## config.mk

```make
export PLATFORM = sky130hd
export DESIGN_NAME = sixctl_alu
export DESIGN_NICKNAME = d
export VERILOG_FILES = /design/src/rtl/sixctl_alu_pkg.sv /design/src/rtl/alu_operand_cond.sv /design/src/rtl/alu_fa_slice.sv /design/src/rtl/alu_ripple_adder.sv /design/src/rtl/sixctl_alu.sv
export SDC_FILE = /design/constraint.sdc
export NUM_CORES = 1
export LEC_CHECK = 0
export BUFFER_PORTS_ARGS = -buffer_cell sky130_fd_sc_hd__buf_2
export CORE_ASPECT_RATIO = 1.2
export CORE_MARGIN = 1
export CORE_UTILIZATION = 41
export DETAILED_ROUTE_END_ITERATION = 16
export GPL_TIMING_DRIVEN = 0
export PLACE_DENSITY = 0.72
export SLEW_MARGIN = 25
export SYNTH_ARGS = -nofsm -noshare
export SYNTH_HDL_FRONTEND = slang
export SYNTH_HIERARCHICAL = 1
export SYNTH_SLANG_ARGS = --single-unit
```

## constraint.sdc

```tcl
create_clock -name vclk -period 23.5
set_input_delay 3.525 -clock vclk [all_inputs]
set_output_delay 3.525 -clock vclk [all_outputs]
set_load 0.005 [all_outputs]
```

## src/rtl/sixctl_alu_pkg.sv

```systemverilog
package sixctl_alu_pkg;
  typedef struct packed {
    logic zero_a;
    logic inv_a;
    logic zero_b;
    logic inv_b;
    logic fn_add;
    logic inv_out;
  } alu_ctl_t;
endpackage

```

## src/rtl/alu_operand_cond.sv

```systemverilog
module alu_operand_cond #(
  parameter int W = 16
) (
  input  logic [W-1:0] din,
  input  logic         clr,
  input  logic         inv,
  output logic [W-1:0] dout
);
  // Complement-or-clear, then XNOR against the invert control.
  always_comb begin
    for (int i = 0; i < W; i++) begin
      dout[i] = ~((~din[i] | clr) ^ inv);
    end
  end
endmodule

```

## src/rtl/alu_fa_slice.sv

```systemverilog
module alu_fa_slice (
  input  logic a,
  input  logic b,
  input  logic cin,
  output logic s,
  output logic cout
);
  logic hx;
  assign hx   = a ^ b;
  assign s    = hx ^ cin;
  assign cout = (a & b) | (hx & cin);
endmodule

```

## src/rtl/alu_ripple_adder.sv

```systemverilog
module alu_ripple_adder #(
  parameter int W = 16
) (
  input  logic [W-1:0] a,
  input  logic [W-1:0] b,
  output logic [W-1:0] sum,
  output logic         cout
);
  logic [W:0] chain;
  assign chain[0] = 1'b0;

  for (genvar g = 0; g < W; g++) begin : g_slice
    alu_fa_slice u_fa (
      .a   (a[g]),
      .b   (b[g]),
      .cin (chain[g]),
      .s   (sum[g]),
      .cout(chain[g+1])
    );
  end

  assign cout = chain[W];
endmodule

```

## src/rtl/sixctl_alu.sv

```systemverilog
module sixctl_alu #(
  parameter int W = 16
) (
  input  logic [W-1:0] opa,
  input  logic [W-1:0] opb,
  input  logic         zero_a,
  input  logic         inv_a,
  input  logic         zero_b,
  input  logic         inv_b,
  input  logic         fn_add,
  input  logic         inv_out,
  input  logic         load_imm,
  input  logic [W-1:0] imm_word,
  output logic [W-1:0] result,
  output logic         carry_out,
  output logic         zero_flag,
  output logic         neg_flag
);
  import sixctl_alu_pkg::*;

  localparam int IMM_W = W - 1;

  alu_ctl_t        ctl;
  logic [W-1:0]    a_c, b_c;
  logic [W-1:0]    sum_v, and_v, pre_v, post_v, imm_v;

  assign ctl = '{zero_a: zero_a, inv_a: inv_a, zero_b: zero_b,
                 inv_b: inv_b, fn_add: fn_add, inv_out: inv_out};

  alu_operand_cond #(.W(W)) u_cond_a (
    .din(opa), .clr(ctl.zero_a), .inv(ctl.inv_a), .dout(a_c)
  );

  alu_operand_cond #(.W(W)) u_cond_b (
    .din(opb), .clr(ctl.zero_b), .inv(ctl.inv_b), .dout(b_c)
  );

  alu_ripple_adder #(.W(W)) u_add (
    .a(a_c), .b(b_c), .sum(sum_v), .cout(carry_out)
  );

  assign and_v  = a_c & b_c;
  assign pre_v  = ctl.fn_add ? sum_v : and_v;
  assign post_v = pre_v ^ {W{ctl.inv_out}};
  assign imm_v  = {1'b0, imm_word[IMM_W-1:0]};
  assign result = load_imm ? imm_v : post_v;

  assign zero_flag = ~|result;
  assign neg_flag  = result[W-1];
endmodule

```

==> results.json, run 1 <==
{
  "fillerInstances": 415,
  "area_of_the_mapped_netlist_um2": 1890,
  "route.detailed.drc": 0,
  "detail_route.wl_per_cell_um": 12.8,
  "power.density_nw_per_um2": 28.7,
  "netlist-cell-type-count": 38,
  "chipHeight_um": 76.3,
  "holdCritPathClass": "input pin to primary output",
  "synthesis.instances": 198,
  "layout.nets": 340,
  "groute.usage.overall": 0.178,
  "coreArea_um2": 4330,
  "timing.critical_path.from_type": "input pin",
  "critPathRequiredTime_ns": 19.98,
  "placement.cell_area_um2": 2300,
  "routabilityCongestion": 0.779,
  "rsz_0062_raised_after_global_routing": "no",
  "cts_hold_buffers": 0,
  "place.detailed.hpwl_mm": 3.62,
  "synthTopCellsByCount": "20 x nand2b_4, 20 x xnor2_2, 18 x nand2_1",
  "cts_setup_buffers": 0,
  "worstPathMaxFanout": 10,
  "syn_nets": 269,
  "portBuffers": 69,
  "timing.final.setup_violations": 0,
  "n_clock_buffer": 0,
  "grt_start_max_net_pins": 11,
  "grt_remaining_overflow": 0,
  "ioPinCount": 74,
  "global_route_wire_length_before_repair_mm": 7.09,
  "layout-area-overhead-vs-synth_pct": 22.0,
  "finalInstanceArea_um2": 2300,
  "synth_area_leaders": "xnor2_2 17%, fa_1 17%, nand2b_4 15%",
  "cap_viol_max_count": 0,
  "slew_at_the_pin_closest_to_its_max_slew_limit_ns": 0.523,
  "timing.final.hold_violations": 0,
  "power.static_leakage_nw": 1.12,
  "detailed_route_via_count": 1590,
  "drive_gt1_frac": 0.464,
  "synth.yosys.warnings": 6,
  "floorplan.die_area_um2": 4880,
  "placementRows": 26,
  "synth-seq-area-share": 0,
  "numSequentialCells": 0,
  "synth_top_area_cell": "xnor2_2",
  "layout_worst_path_cycle_share": 0.652,
  "timing.final.max_slew_violations": 0,
  "max-vdd-ir-drop_mv": 0.0124,
  "drt-initial-drc-count": 60,
  "setup-tns-final_ns": 0,
  "clock.fmax_mhz": 65.3,
  "die_w_um": 63.9,
  "totalWireLength_mm": 4.14,
  "vias_per_cell": 4.92,
  "grt_pass1_vias": 1555,
  "timing_worst_setup_path_type": "input pin to primary output",
  "critPathArrivalTime_ns": 11.79,
  "cp-end-kind": "primary output",
  "status": "complete, no violations",
  "period_minus_slack_ns": 15.32,
  "area_fraction_of_the_dominant_cell_type_after_synthesis": 0.172,
  "synth_area_per_cell_um2": 9.54,
  "antennaDiodeCount": 0,
  "worst_hold_slack_ns": 7.34,
  "area.sequential_um2": 0,
  "maxSlewHeadroom": 0.651,
  "first_pass_iters": 4,
  "antenna_violating_nets_post_route": 0,
  "post_cts_gate_resize_count": 0,
  "floorplan.initialDensity": 0.436,
  "antenna_found_initial": 0
}
==> layout make-up <==
type               instances  area (um^2)  area share
multi-input cells        182         1760       0.763
repair buffers            69          345       0.150
plain buffers             15          128      0.0554
well taps                 56         70.1      0.0304
inverters                  1         3.75     0.00163
==> logic make-up after synthesis <==
group | count (synthesis) | share of synthesized area
other | 1 | 0.00199
and+or+nand+nor | 89 | 0.363
xor gates and xnor gates | 38 | 0.256
buffers and inverters | 16 | 0.0696
AOI/OAI and AO/OA | 38 | 0.140
adders and majority gates | 16 | 0.170
==> critical path, stage by stage <==
cell and delay (ns):
buf_2 0.13, buf_6 0.14, nand2b_4 0.14, xnor2_2 0.14, fa_1 0.48, fa_1 0.40
fa_1 0.42, fa_1 0.39, fa_1 0.38, fa_1 0.39, fa_1 0.40, fa_1 0.39
fa_1 0.43, fa_1 0.40, fa_1 0.41, fa_1 0.40, fa_1 0.39, fa_1 0.42
fa_1 0.40, fa_1 0.43, and2_1 0.18, nor4_1 0.32, o2bb2ai_1 0.16, o221ai_1 0.12
and4bb_1 0.29, buf_2 0.11
==> routing by layer <==
metal	up-vias	global-route usage	part of all wire
met1	720	0.234	0.43
met5	-	0	0
met4	0	0	0
li1	822	-	-
met2	48	0.333	0.52
met3	0	0.00898	0.049
==> stage by stage <==
step           utilization  setup WS [ns]  power, mW  std cells
2_1_floorplan            -           8.90     0.0473        198
3_3_place_gp         0.532           8.29     0.0647        323
3_5_place_dp         0.532           8.22     0.0664        323
4_1_cts              0.532           8.20     0.0666        323
5_1_grt              0.532           7.97     0.0745        323
6_report             0.532           8.18     0.0660        323
==> power breakdown <==
| part | internal [mW] | switching, mW |
|---|---|---|
| Sequential | 0 | 0 |
| Clock | 0 | 0 |
| Combinational | 0.0334 | 0.0326 |
==> cell usage in the layout (no fill, tap or decap), drive strengths merged <==
cell	netlist	layout
a41o	1	1
o221ai	1	1
nor2	6	6
a21boi	1	1
o221a	4	4
nor4	3	3
a31oi	1	1
a2111o	1	1
or4	1	1
xor2	4	4
a22o	1	1
conb	1	1
nor3	5	5
nand2b	33	33
o21ai	10	10
buf	12	81
o21a	2	2
and4bb	1	1
o31ai	2	2
xnor2	34	34
a21oi	9	9
fa	16	16
inv	1	1
nand2	18	18
clkbuf	3	3
nand3b	6	6
o41ai	1	1
and2	4	4
o2bb2ai	1	1
o22ai	1	1
and3b	12	12
a311oi	2	2
==> path summary, 6_finish.rpt <==
check                    end  slack, ns    startpoint  cells past startpoint
hold / removal    result[14]       7.34  imm_word[14]                      4
setup / recovery   zero_flag       8.18        zero_a                     26
Note: power is estimated with default switching activity, not from simulation.
==> run 2: changes to the inputs <==
Settings changed: PLACE_DENSITY 0.72 to 0.75.
Clock period 23.5 ns to 13.5 ns, I/O delays scaled along.
==> run 2 against run 1 <==
  * Critical path depth unchanged
  * Sequential share of layout area is the same
  * Wire length up 1.9%
  * Global-route usage about the same
  * Via count up 1.5%
  * Combinational power grew 74%
  * Highest routed layer is now met4
  * Worst setup slack worse by 7.0 ns
  * Cell count unchanged
  * Sequential cell count unchanged
==> results.json, run 2 (synthesized netlist as in run 1, its figures left out) <==
{
  "status": "complete, no violations",
  "routabilityCongestion": 0.857,
  "route.detailed.drc": 0,
  "max_stage_delay_ns": 0.47,
  "drt-initial-drc-count": 59,
  "drive_gt1_frac": 0.464,
  "global_route_wire_length_before_repair_mm": 7.07,
  "path_buf_inv": 3,
  "first_pass_iters": 4,
  "worst_path_most_repeated_cell": "fa_1",
  "report.power.total_mw": 0.115,
  "layout_worst_path_cycle_share": 0.909,
  "coreArea_um2": 4330,
  "critPathRequiredTime_ns": 11.48,
  "timing.final.setup_violations": 0,
  "cap_viol_max_count": 0,
  "slew_at_the_pin_closest_to_its_max_slew_limit_ns": 0.534,
  "antenna_violating_nets_post_route": 0,
  "holdCritPathClass": "input pin to primary output",
  "vias_per_cell": 5.00,
  "placementRows": 26,
  "layout.cells.most_common_list": "73 x buf_2, 20 x nand2b_4, 20 x xnor2_2",
  "critical-path-top-delay-family": "adder cells",
  "rsz_0062_raised_after_global_routing": "no",
  "portBuffers": 69,
  "area.sequential_um2": 0,
  "timing.critical_path.from_type": "input pin",
  "timing.final.max_slew_violations": 0,
  "layout-area-overhead-vs-synth_pct": 22.0,
  "die_w_um": 63.9,
  "grt_start_max_net_pins": 11,
  "floorplan.initialDensity": 0.436,
  "cp-end-kind": "primary output",
  "numSequentialCells": 0,
  "n_clock_buffer": 0,
  "place.detailed.hpwl_mm": 3.66,
  "fillerInstances": 431,
  "cts_hold_buffers": 0,
  "setup-tns-final_ns": 0,
  "placement.cell_area_um2": 2300,
  "layout.cells.most_common": "buf_2",
  "detailed_route_via_count": 1614,
  "clock.fmax_mhz": 81.4,
  "totalWireLength_mm": 4.22,
  "power.density_nw_per_um2": 49.9,
  "groute.usage.overall": 0.178,
  "critPathArrivalTime_ns": 10.25,
  "max-vdd-ir-drop_mv": 0.0193,
  "grt_remaining_overflow": 0,
  "cts_setup_buffers": 0,
  "utilization_after_layout": 0.532,
  "chipHeight_um": 76.3,
  "antennaDiodeCount": 0,
  "timing.final.hold_violations": 0,
  "post_cts_gate_resize_count": 0,
  "timing_worst_setup_path_type": "input pin to primary output",
  "antenna_found_initial": 0,
  "multiInputGateArea_um2": 1760,
  "grt_pass1_vias": 1589,
  "detail_route.wl_per_cell_um": 13.1,
  "critical_path.slowest_cell": "fa_1",
  "worst_hold_slack_ns": 4.33,
  "layout.nets": 340,
  "period_minus_slack_ns": 12.28,
  "ioPinCount": 74,
  "finalInstanceArea_um2": 2300,
  "maxSlewHeadroom": 0.644,
  "power.static_leakage_nw": 1.12,
  "floorplan.die_area_um2": 4880,
  "worstPathMaxFanout": 10
}
-- run 2: power breakdown --
part	leakage [nW]	switching (mW)	internal (mW)
Combinational	1.12	0.0569	0.0581
Sequential	0	0	0
Clock	0	0	0
-- run 2: metal layers --
layer | global-route usage | share of wire
met4 | 0.0159 | 0.0052
met1 | 0.234 | 0.43
met2 | 0.324 | 0.51
met3 | 0.0105 | 0.048
met5 | 0 | 0
-- run 2: cell type report --
cell class / count / share of cell area
Timing Repair Buffer: 69 / 0.150
Tap cell: 56 / 0.0304
Multi-Input combinational cell: 182 / 0.763
Inverter: 1 / 0.00163
Buffer: 15 / 0.0554
-- run 2: worst paths after layout --
kind                         start          to  slack (ns)  cells after the start
worst min-delay path  imm_word[14]  result[14]        4.33                      4
worst max-delay path        zero_a   zero_flag        1.22                     26
-- run 2: stage by stage --
stage,setup slack [ns],instances
after CTS,1.19,323
after global routing,0.859,323
after global placement,1.28,323
after floorplan,1.90,198
final,1.22,323
after detailed placement,1.22,323
==> run 3: changes to the inputs <==
Settings changed: CORE_UTILIZATION 41 to 40, PLACE_DENSITY 0.75 to 0.73.
==> run 3 against run 2 <==
  * Wire length grew 0.33%
  * Die area grew 2.4%
  * Cell count grew 0.62%
  * Worst setup slack gained 0.029 ns
  * Worst hold slack lost 0.0053 ns
  * Non-clock buffer count is the same
  * Largest cell class unchanged
==> results.json, run 3 (synthesized netlist as in run 1, its figures left out) <==
{
  "status": "complete, no violations",
  "placementRows": 27,
  "power.density_nw_per_um2": 49.9,
  "cp.depth": 26,
  "power.static_leakage_nw": 1.12,
  "drt-initial-drc-count": 78,
  "slew_at_the_pin_closest_to_its_max_slew_limit_ns": 0.530,
  "antenna_violating_nets_post_route": 0,
  "critPathArrivalTime_ns": 10.22,
  "coreArea_um2": 4560,
  "cp-end-kind": "primary output",
  "area.sequential_um2": 0,
  "clock.fmax_mhz": 81.6,
  "critPathRequiredTime_ns": 11.48,
  "report.power.total_mw": 0.115,
  "worstPathMaxFanout": 10,
  "die_w_um": 64.7,
  "detail_route.wl_per_cell_um": 13.0,
  "placement.cell_area_um2": 2310,
  "multiInputGateArea_um2": 1760,
  "timing.final.max_slew_violations": 0,
  "routabilityCongestion": 0.809,
  "critical-path-top-delay-family": "adder cells",
  "setup-tns-final_ns": 0,
  "layout.nets": 340,
  "drive_gt1_frac": 0.464,
  "path_buf_inv": 3,
  "groute.usage.overall": 0.177,
  "place.detailed.hpwl_mm": 3.74,
  "fillerInstances": 456,
  "max_stage_delay_ns": 0.47,
  "global_route_wire_length_before_repair_mm": 7.23,
  "holdCritPathClass": "input pin to primary output",
  "floorplan.initialDensity": 0.414,
  "layout-area-overhead-vs-synth_pct": 22.1,
  "timing.final.hold_violations": 0,
  "route.detailed.drc": 0,
  "worst_path_most_repeated_cell": "fa_1",
  "vias_per_cell": 5.10,
  "chipHeight_um": 77.3,
  "antenna_found_initial": 0,
  "period_minus_slack_ns": 12.25,
  "whs_path_depth": 4,
  "detailed_route_via_count": 1657,
  "grt_pass1_vias": 1663,
  "antennaDiodeCount": 0,
  "post_cts_gate_resize_count": 0,
  "cts_hold_buffers": 0,
  "max-vdd-ir-drop_mv": 0.0179,
  "layout.cells.most_common": "buf_2",
  "grt_remaining_overflow": 0,
  "utilization_after_layout": 0.506,
  "layout.cells.most_common_list": "73 x buf_2, 20 x nand2b_4, 20 x xnor2_2",
  "maxSlewHeadroom": 0.647,
  "layout_worst_path_cycle_share": 0.907,
  "cap_viol_max_count": 0,
  "portBuffers": 69,
  "ioPinCount": 74,
  "cts_setup_buffers": 0,
  "timing.final.setup_violations": 0,
  "timing.critical_path.from_type": "input pin",
  "critical_path.slowest_cell": "fa_1",
  "grt_start_max_net_pins": 11,
  "finalInstanceArea_um2": 2310,
  "n_clock_buffer": 0,
  "floorplan.die_area_um2": 5000,
  "first_pass_iters": 4,
  "totalWireLength_mm": 4.23,
  "timing_worst_setup_path_type": "input pin to primary output",
  "rsz_0062_raised_after_global_routing": "no",
  "numSequentialCells": 0
}
==> run 3: cell counts in the layout (fill, tap and decap cells not counted) <==
No cell type changed its count.
==> run 3: through the flow <==
stage | hold WS, ns | std cells | setup WS, ns
detailed placement | 4.33 | 325 | 1.27
floorplan | 4.15 | 198 | 1.90
global route | 4.35 | 325 | 0.897
global placement | 4.33 | 325 | 1.29
CTS | 4.33 | 325 | 1.25
finish | 4.33 | 325 | 1.25
==> run 3: cell type report <==
| cell class | count | share of cell area |
|---|---|---|
| inverters | 1 | 0.00163 |
| well taps | 58 | 0.0315 |
| multi-input cells | 182 | 0.762 |
| repair buffers | 69 | 0.150 |
| plain buffers | 15 | 0.0553 |
==> run 3: final timing paths <==
check                        to   startpoint
worst max-delay path  zero_flag       zero_a
worst min-delay path  result[4]  imm_word[4]
==> run 3: power by group <==
part / internal, mW / switching, mW
clock network: 0 / 0
registers: 0 / 0
logic: 0.0581 / 0.0571
total: 0.0581 / 0.0571
==> run 3: layer usage <==
layer	GRT usage	share of wire	vias up
met4	0.0267	0.013	0
met2	0.307	0.51	63
met3	0.0119	0.050	7
met1	0.239	0.42	765
met5	0	0	-
li1	-	-	822
